==> src/rtl/dsm_pkg.sv <==
package dsm_pkg;

   typedef enum logic [1:0] {
      SEL_FLAGS  = 2'd0,
      SEL_START  = 2'd1,
      SEL_LENGTH = 2'd2,
      SEL_CTRL   = 2'd3
   } dsm_sel_e;

   localparam int unsigned FLG_IRQ_EN  = 7;
   localparam int unsigned FLG_LOOP    = 6;
   localparam int unsigned CTRL_ENABLE = 4;
   localparam int unsigned STS_ACTIVE  = 4;
   localparam int unsigned STS_IRQ     = 7;

endpackage

==> src/rtl/dsm_addr_ctr.sv <==
module dsm_addr_ctr #(
   parameter int unsigned ADDR_W     = 16,
   parameter int unsigned REG_W      = 8,
   parameter int unsigned ADDR_SHIFT = 6
) (
   input  logic              clk,
   input  logic              rst_n,
   input  logic              load,
   input  logic              step,
   input  logic [REG_W-1:0]  base_sel,
   output logic [ADDR_W-1:0] addr
);
   localparam int HI_W = int'(ADDR_W) - int'(REG_W) - int'(ADDR_SHIFT);
   localparam logic [ADDR_W-1:0] HI_MASK   = ~({ADDR_W{1'b1}} >> HI_W);
   localparam logic [ADDR_W-1:0] TOP_ADDR  = '1;
   localparam logic [ADDR_W-1:0] WRAP_ADDR = {1'b1, {(ADDR_W-1){1'b0}}};

   generate
      if (HI_W < 1) begin : g_bad_geom
         $error("dsm_addr_ctr: ADDR_W must exceed REG_W + ADDR_SHIFT");
      end
   endgenerate

   logic [ADDR_W-1:0] base;
   logic [ADDR_W-1:0] addr_q;

   assign base = HI_MASK | (ADDR_W'(base_sel) << ADDR_SHIFT);
   assign addr = addr_q;

   always_ff @(posedge clk or negedge rst_n) begin
      if (!rst_n) begin
         addr_q <= '0;
      end else if (load) begin
         addr_q <= base;
      end else if (step) begin
         addr_q <= (addr_q == TOP_ADDR) ? WRAP_ADDR : addr_q + 1'b1;
      end
   end

   a_r2_load_base: assert property (@(posedge clk) disable iff (!rst_n)
      load |=> addr_q == $past(base))
      else $error("start address not loaded");

   a_r4_step_inc: assert property (@(posedge clk) disable iff (!rst_n)
      (step && !load && addr_q != TOP_ADDR) |=> addr_q == $past(addr_q) + 1'b1)
      else $error("address did not advance");

   a_r5_wrap: assert property (@(posedge clk) disable iff (!rst_n)
      (step && !load && addr_q == TOP_ADDR) |=> addr_q == WRAP_ADDR)
      else $error("address wrap wrong");

endmodule

==> src/rtl/dsm_remain_ctr.sv <==
module dsm_remain_ctr #(
   parameter int unsigned REG_W     = 8,
   parameter int unsigned LEN_SHIFT = 4
) (
   input  logic             clk,
   input  logic             rst_n,
   input  logic             kill,
   input  logic             reload,
   input  logic             step,
   input  logic [REG_W-1:0] len_sel,
   output logic             active,
   output logic             last
);
   localparam int unsigned CNT_W = REG_W + LEN_SHIFT;

   generate
      if (LEN_SHIFT < 1) begin : g_bad_shift
         $error("dsm_remain_ctr: LEN_SHIFT must be at least 1");
      end
   endgenerate

   logic [CNT_W-1:0] len_full;
   logic [CNT_W-1:0] cnt_q;

   assign len_full = (CNT_W'(len_sel) << LEN_SHIFT) | CNT_W'(1);
   assign active   = (cnt_q != '0);
   assign last     = (cnt_q == CNT_W'(1));

   always_ff @(posedge clk or negedge rst_n) begin
      if (!rst_n) begin
         cnt_q <= '0;
      end else if (kill) begin
         cnt_q <= '0;
      end else if (reload) begin
         cnt_q <= len_full;
      end else if (step && active) begin
         cnt_q <= cnt_q - 1'b1;
      end
   end

   a_r9_kill_zero: assert property (@(posedge clk) disable iff (!rst_n)
      kill |=> !active)
      else $error("disable did not clear remaining count");

   a_r2_reload_len: assert property (@(posedge clk) disable iff (!rst_n)
      (reload && !kill) |=> cnt_q == $past(len_full))
      else $error("length not loaded");

   a_r4_count_down: assert property (@(posedge clk) disable iff (!rst_n)
      (step && active && !kill && !reload) |=> cnt_q == $past(cnt_q) - 1'b1)
      else $error("remaining count did not drop");

endmodule

==> src/rtl/dsm_sample_buf.sv <==
module dsm_sample_buf #(
   parameter int unsigned DATA_W = 8
) (
   input  logic              clk,
   input  logic              rst_n,
   input  logic              fill,
   input  logic [DATA_W-1:0] fill_data,
   input  logic              take,
   output logic              full,
   output logic [DATA_W-1:0] data
);
   generate
      if (DATA_W < 1) begin : g_bad_width
         $error("dsm_sample_buf: DATA_W must be positive");
      end
   endgenerate

   always_ff @(posedge clk or negedge rst_n) begin
      if (!rst_n) begin
         full <= 1'b0;
         data <= '0;
      end else if (fill) begin
         full <= 1'b1;
         data <= fill_data;
      end else if (take) begin
         full <= 1'b0;
      end
   end

   a_r10_fill_empty: assert property (@(posedge clk) disable iff (!rst_n)
      fill |-> !full)
      else $error("buffer overwritten");

   a_r10_take_empties: assert property (@(posedge clk) disable iff (!rst_n)
      (take && full && !fill) |=> !full)
      else $error("take did not empty buffer");

   a_r4_hold_byte: assert property (@(posedge clk) disable iff (!rst_n)
      (full && !take) |=> (full && $stable(data)))
      else $error("buffered byte changed");

endmodule

==> src/rtl/dsm_reader.sv <==
module dsm_reader #(
   parameter int unsigned ADDR_W     = 16,
   parameter int unsigned DATA_W     = 8,
   parameter int unsigned REG_W      = 8,
   parameter int unsigned ADDR_SHIFT = 6,
   parameter int unsigned LEN_SHIFT  = 4
) (
   input  logic              clk,
   input  logic              rst_n,
   input  logic              wr_en,
   input  logic [1:0]        wr_sel,
   input  logic [REG_W-1:0]  wr_data,
   output logic [REG_W-1:0]  status,
   output logic              fetch_req,
   output logic [ADDR_W-1:0] fetch_addr,
   input  logic              fetch_ack,
   input  logic [DATA_W-1:0] fetch_data,
   output logic              buf_full,
   output logic [DATA_W-1:0] buf_data,
   input  logic              buf_take,
   output logic              irq
);
   import dsm_pkg::*;

   generate
      if (REG_W < 8) begin : g_bad_reg
         $error("dsm_reader: REG_W must hold flag and status bits 0..7");
      end
   endgenerate

   dsm_sel_e         sel;
   logic             wr_flags, wr_start, wr_len, wr_ctrl;
   logic             ctrl_on, ctrl_off;
   logic             irq_en_q, loop_q, irq_q;
   logic [REG_W-1:0] start_sel_q, len_sel_q;
   logic             active, last, ack_ok;
   logic             end_loop, end_stop, restart;
   logic             irq_set, irq_clr;

   assign sel      = dsm_sel_e'(wr_sel);
   assign wr_flags = wr_en && (sel == SEL_FLAGS);
   assign wr_start = wr_en && (sel == SEL_START);
   assign wr_len   = wr_en && (sel == SEL_LENGTH);
   assign wr_ctrl  = wr_en && (sel == SEL_CTRL);
   assign ctrl_on  = wr_ctrl &&  wr_data[CTRL_ENABLE];
   assign ctrl_off = wr_ctrl && !wr_data[CTRL_ENABLE];

   assign fetch_req = !buf_full && active;
   assign ack_ok    = fetch_ack && fetch_req;
   assign end_loop  = ack_ok && last &&  loop_q;
   assign end_stop  = ack_ok && last && !loop_q;
   assign restart   = (ctrl_on && !active) || end_loop;
   assign irq_set   = end_stop && irq_en_q;
   assign irq_clr   = wr_ctrl || (wr_flags && !wr_data[FLG_IRQ_EN]);
   assign irq       = irq_q;

   always_comb begin
      status             = '0;
      status[STS_ACTIVE] = active;
      status[STS_IRQ]    = irq_q;
   end

   always_ff @(posedge clk or negedge rst_n) begin
      if (!rst_n) begin
         irq_en_q    <= 1'b0;
         loop_q      <= 1'b0;
         start_sel_q <= '0;
         len_sel_q   <= '0;
      end else begin
         if (wr_flags) begin
            irq_en_q <= wr_data[FLG_IRQ_EN];
            loop_q   <= wr_data[FLG_LOOP];
         end
         if (wr_start) start_sel_q <= wr_data;
         if (wr_len)   len_sel_q   <= wr_data;
      end
   end

   always_ff @(posedge clk or negedge rst_n) begin
      if (!rst_n) begin
         irq_q <= 1'b0;
      end else if (irq_set) begin
         irq_q <= 1'b1;
      end else if (irq_clr) begin
         irq_q <= 1'b0;
      end
   end

   dsm_addr_ctr #(
      .ADDR_W     (ADDR_W),
      .REG_W      (REG_W),
      .ADDR_SHIFT (ADDR_SHIFT)
   ) i_addr (
      .clk      (clk),
      .rst_n    (rst_n),
      .load     (restart),
      .step     (ack_ok),
      .base_sel (start_sel_q),
      .addr     (fetch_addr)
   );

   dsm_remain_ctr #(
      .REG_W     (REG_W),
      .LEN_SHIFT (LEN_SHIFT)
   ) i_remain (
      .clk     (clk),
      .rst_n   (rst_n),
      .kill    (ctrl_off),
      .reload  (restart),
      .step    (ack_ok),
      .len_sel (len_sel_q),
      .active  (active),
      .last    (last)
   );

   dsm_sample_buf #(
      .DATA_W (DATA_W)
   ) i_buf (
      .clk       (clk),
      .rst_n     (rst_n),
      .fill      (ack_ok),
      .fill_data (fetch_data),
      .take      (buf_take),
      .full      (buf_full),
      .data      (buf_data)
   );

   a_r7_irq_sticky: assert property (@(posedge clk) disable iff (!rst_n)
      (irq && !irq_clr) |=> irq)
      else $error("interrupt dropped without clear");

   a_r7_irq_rise: assert property (@(posedge clk) disable iff (!rst_n)
      (fetch_ack && fetch_req && last && !loop_q && irq_en_q) |=> irq)
      else $error("interrupt not raised at last byte");

   a_r8_irq_clear: assert property (@(posedge clk) disable iff (!rst_n)
      (irq_clr && !irq_set) |=> !irq)
      else $error("interrupt not cleared");

   a_r9_req_off: assert property (@(posedge clk) disable iff (!rst_n)
      ctrl_off |=> !fetch_req)
      else $error("request after disable");

   a_r6_loop_active: assert property (@(posedge clk) disable iff (!rst_n)
      (end_loop && !ctrl_off) |=> (status[STS_ACTIVE] && !$rose(irq)))
      else $error("loop did not restart");

   a_r10_stray_ack: assert property (@(posedge clk) disable iff (!rst_n)
      (fetch_ack && !fetch_req && !buf_full) |=> !buf_full)
      else $error("stray acknowledge filled buffer");

endmodule

==> config.mk <==
export PLATFORM = sky130hd
export DESIGN_NAME = dsm_reader
export DESIGN_NICKNAME = d
export VERILOG_FILES = /design/src/rtl/dsm_pkg.sv /design/src/rtl/dsm_addr_ctr.sv /design/src/rtl/dsm_remain_ctr.sv /design/src/rtl/dsm_sample_buf.sv /design/src/rtl/dsm_reader.sv
export SDC_FILE = /design/constraint.sdc
export NUM_CORES = 1
export LEC_CHECK = 0
export BUFFER_PORTS_ARGS = -buffer_cell sky130_fd_sc_hd__buf_2
export CORE_ASPECT_RATIO = 1.25
export CORE_MARGIN = 3
export CORE_UTILIZATION = 59
export CTS_CLUSTER_SIZE = 10
export DETAILED_ROUTE_END_ITERATION = 16
export PLACE_DENSITY = 0.85
export SETUP_SLACK_MARGIN = 0.5
export SYNTH_ARGS = -nofsm -noshare
export SYNTH_HDL_FRONTEND = slang
export SYNTH_SLANG_ARGS = --single-unit
==> constraint.sdc <==
create_clock -name clk -period 3.6 [get_ports clk]
set_input_delay 0.72 -clock clk [delete_from_list [all_inputs] [get_ports clk]]
set_output_delay 0.72 -clock clk [all_outputs]
set_load 0.03 [all_outputs]
# Word-level counts from Yosys, hierarchy flattened
# Cells that the tools add are included.
[word_totals]
register_bits = 56
inputBits = 23
output_inout_bits = 35
word_cells = 54
[op_classes]
n_addsub = 2
n_eq_ne = 5
n_mux = 10
n_reduce_logical = 28
[op_table]
columns = ["cell", "count"]
rows = [
  ["two-way mux 16 bit", 3],
  ["two-way mux 12 bit", 3],
  ["adder 16 x 1 -> 16 bit, second input constant", 1],
  ["== test 16 bit, second input constant", 1],
  ["logical AND 1 bit", 15],
  ["== test 12 x 1 -> 1 bit, second input constant", 1],
  ["nonzero test 12 bit", 1],
  ["subtractor 12 x 1 -> 12 bit, second input constant", 1],
  ["nonzero test 2 bit", 3],
  ["logical NOT 1 bit", 5],
  ["== test 2 bit, second input constant", 2],
  ["two-way mux 1 bit", 4],
  ["nonzero test 3 bit", 1],
  ["== test 2 x 1 -> 1 bit, second input constant", 1],
  ["logical NOT 2 bit", 1],
  ["logical OR 1 bit", 2],
]

# Depth between registers and ports, before layout
[logic_depth]
ltp_word = 8
depth_mapped = 9
mapped_depth_nobuf = 8

# Hierarchy
# From an unflattened synthesis, not the netlist that was laid out.
[hier_totals]
hier_cells = 270
area_unflattened_um2 = 2984.1
[modules_own_cells]
columns = ["mod", "instances", "cells_per_inst", "area_each_um2", "seq_area_each_um2"]
rows = [
  ["dsm_addr_ctr", 1, 100, 910.9, 400.4],
  ["dsm_remain_ctr", 1, 91, 867.1, 300.3],
  ["dsm_reader", 1, 59, 837.1, 475.5],
  ["dsm_sample_buf", 1, 20, 369.1, 225.2],
]

# Least setup slack after synthesis
# OpenSTA, ideal clock, no wires.
[synth_timing]
path_kind = "reg2out"
startpoint = "register i_remain.cnt_q[4]"
endpoint = "output status[4]"
arrival_ns = 1.702
t_required_ns = 2.880
slack_ns = 1.178
path_stages_with_launch = 5
n_path_buf = 1
path_cell_list = "dfrtp_1 or4_4 nor4_4 inv_2 buf_4"
[synth_via]
elab_chain_len = 1
[synth_rtl]
columns = ["item", "line", "source"]
rows = [
  ["start, declared", "dsm_remain_ctr.sv:23", "logic [CNT_W-1:0] cnt_q;"],
  ["start signal, assigned", "dsm_remain_ctr.sv:35", "cnt_q <= len_full;"],
  ["start signal, assigned", "dsm_remain_ctr.sv:37", "cnt_q <= cnt_q - 1'b1;"],
  ["nonzero test 12 bit", "dsm_remain_ctr.sv:26", "assign active = (cnt_q != '0);"],
  ["end, declared", "dsm_reader.sv:13", "output logic [REG_W-1:0] status,"],
]
# Every way passes these cells.

# Final worst setup path
# Ends and elaborated chain as after synthesis.

==> flow_summary.ini <==
[status]
run_status = finished, final reports clean

[power_and_ir_drop]
p_per_area_mw_per_mm2 = 790
p_leak_nw = 1.57
ir_drop_v = 0.000455
p_total_mw = 2.68

[finish]
finalInstanceArea_sq_mm = 0.00340
finalNetCount = 378
n_antenna_cell = 0
final_cell_mix = dfrtp_1 (56), buf_2 (51), nand2_1 (43)
drive_gt1_share_pct = 28.1
final_common_cell = dfrtp_1
area_growth_pct = 12.5
nFillCells = 376

[yosys]
synth-edff-count = 0
synth_top_area_share_pct = 46.4
synth_xor_xnor_area_share_pct = 0.580
synthArstFlopShare_pct = 100
syn-cell-area_sq_mm = 0.00302
muxShareOfSynthArea_pct = 7.05
synth_compound_area_share_pct = 18.3
synth-adder-area-share_pct = 1.66
synth_cell_types = 68
syn_inst = 300
syn_avg_cell_area_sq_um = 10.1
ys_ff_latch = 56
synthTopCellsByArea = dfrtp_1 (46%), mux2_2 (6.7%), nand2_1 (5.3%)
synth_top_cell_by_area = dfrtp_1
yosys_warnings = 0
ys.flop_type = dfrtp_1
synth_top_family_by_area = simple AND/OR/NAND/NOR gates
synthSimpleGateAreaFrac_pct = 20.2
seq_area_frac_synth_pct = 46.4

[worst_hold_path]
holdPathStages = 2
hold_end = i_buf.data[5]$_DFFE_PN0P_
holdCritPathClass = reg -> reg
min-delay-start = i_buf.data[5]$_DFFE_PN0P_

[sta]
tightest_slew_ps = 1050
slew-limit-headroom_pct = 29.9
fin_worst_skew_ps = 8.24
min_period_over_period_pct = 81.1
drv_slew = 0
fmax_mhz = 343
period_needed_ps = 2920
rsz0062_at_grt = no
fin_ws_ps = 681
fin_worst_hold_slack_ps = 483
setup_viol = 0
hold_viol_final = 0
fin_tns_setup_ps = 0

[critical_path]
cp.required_ps = 2880
max_stage_delay_ps = 600
crit_chain = or4_4, nor4_4, inv_2, buf_2
rrSetupSlack_ps = 910
crit_slowest_cell = or4_4
r2r-end = i_addr.addr[5]$_DFFE_PN0P_
r2r_start = i_remain.cnt_q[4]$_DFFE_PN0P_
reg2reg_depth = 7
startpoint_type = flip-flop
cp_max_fo = 7
critical_path_arrival_ps = 2200
critical_path.endpoint_type = output pin
critical_path_class = reg -> out
setup.worst_path.start = i_remain.cnt_q[4]$_DFFE_PN0P_

[routing]
drtPass1Iterations = 6
drt-vias-per-instance = 6.48
vias = 2668
ant_nets = 0
drc = 0
drt-wirelength-per-cell_um = 18.0
drt_iter0_markers = 203
wl_um = 7410

[grt]
grt_pass1_wl_um = 12300
grt_max_degree = 49
grt_pass1_vias = 2548
antenna_found_initial = 0
grt.overflow.total = 0
grt_usage_pct = 25.9

[floorplanning]
num_rows = 28
start_util_pct = 62.4
dieArea_sq_mm = 0.00602
die_w_um = 70.0
dieHeight_um = 86.0
ios = 58
coreArea_sq_mm = 0.00483

[clock_tree]
cts_buffer_depth = 2
cts_sinks = 56
cts_tree = done
cts_setup_buffers = 0
clk_latency_ps = 320
cts_resized = 0
clk_pin_slew_ps = 90
root_buffer = clkbuf_8
cts_made_buffers = 5
h-tree-depth = 2
hold_buffers = 0

[placed_design]
pre_cts_slack_ps = 947
gp_congestion = 0.946
numPortBuffers = 51
dp_hpwl_um = 5460
dpl_cell_area_sq_mm = 0.00329

[run]
max_cap_violations = 0
power by group:
part	internal (mW)	total, mW	leakage, nW	switching, mW
clock	0.207	0.410	0.0552	0.203
sequential	0.836	1.07	0.689	0.235
combinational	0.427	1.20	0.828	0.775
worst max path at each step:
| stage | cells after the start | to |
|---|---|---|
| floorplan | 4 | status[4] |
| global placement | 5 | i_addr.addr[15]$_DFFE_PN0P_ |
| detailed placement | 5 | i_remain.cnt_q[11]$_DFFE_PN0P_ |
| CTS | 4 | status[4] |
| global route | 4 | status[4] |
| finish | 4 | status[4] |
critical path, delay by kind of cell (launching register included):
family / cells / cell delay, ps
AND/OR/NAND/NOR: 2 / 1080
flip-flops: 1 / 450
buffers and inverters: 2 / 350
flip-flops by register name, indices dropped and copies added (netlist names):
| name | count |
|---|---|
| i_addr.addr | 16 |
| i_buf.data | 8 |
| i_buf.full | 1 |
| i_remain.cnt_q | 12 |
| irq | 1 |
| irq_en_q | 1 |
| len_sel_q | 8 |
| loop_q | 1 |
| start_sel_q | 8 |
synth_stat cells, types with 2 or more instances:
cell and instances:
nor2b_1 4, nor2_1 13, a31o_2 2, a211oi_1 2
a32o_1 3, or3_1 3, or4_4 3, a211oi_2 2
nor2_2 2, nand2_1 43, xnor2_1 2, a21oi_1 10
o31ai_1 4, nor3_1 9, inv_1 13, clkbuf_1 3
o32ai_1 2, nor4_1 3, a21o_1 2, nand3b_1 2
buf_4 8, o21ai_0 11, a2bb2oi_1 2, a41oi_1 2
nand4_1 2, ha_1 4, dfrtp_1 56, nand3_1 9
nand2b_1 2, a31oi_1 2, a32oi_1 4, buf_2 4
mux2_2 18, and3_1 4, o21ai_1 4, o22ai_1 4
or4_1 5, o221ai_1 2
metrics by stage:
| stage | instances | util, % |
|---|---|---|
| 3_5_place_dp | 404 | 68.0 |
| 2_1_floorplan | 305 | - |
| 3_3_place_gp | 404 | 68.0 |
| 4_1_cts | 412 | 70.2 |
| 6_report | 412 | 70.2 |
| 5_1_grt | 412 | 70.2 |
logic make-up after synthesis:
group,Yosys count
DFF,56
xor gates and xnor gates,2
AOI/OAI and AO/OA,73
adders and majority gates,4
and+or+nand+nor,114
buffers and inverters,31
muxes,19
other,1
layout make-up:
type | count | area, sq um | area share [%]
multi-input combinational | 218 | 1470 | 43.2
timing repair buffer | 56 | 293 | 8.62
sequential | 56 | 1400 | 41.3
clock buffer | 6 | 72.6 | 2.14
inverter | 14 | 52.6 | 1.55
clock inverter | 2 | 35.0 | 1.03
tap | 60 | 75.1 | 2.21
per-layer routing:
metal  up-vias  global-route usage [%]  wire [um]  part of all wire, %
met5         -                       0          0                    0
met4         0                    13.6        298                  4.0
met3        25                    4.69        495                  6.7
met2       145                    43.1       3680                   50
met1      1300                    32.3       2950                   40
li1       1198                       -          -                    -
Note: power is estimated with default switching activity, not from simulation.
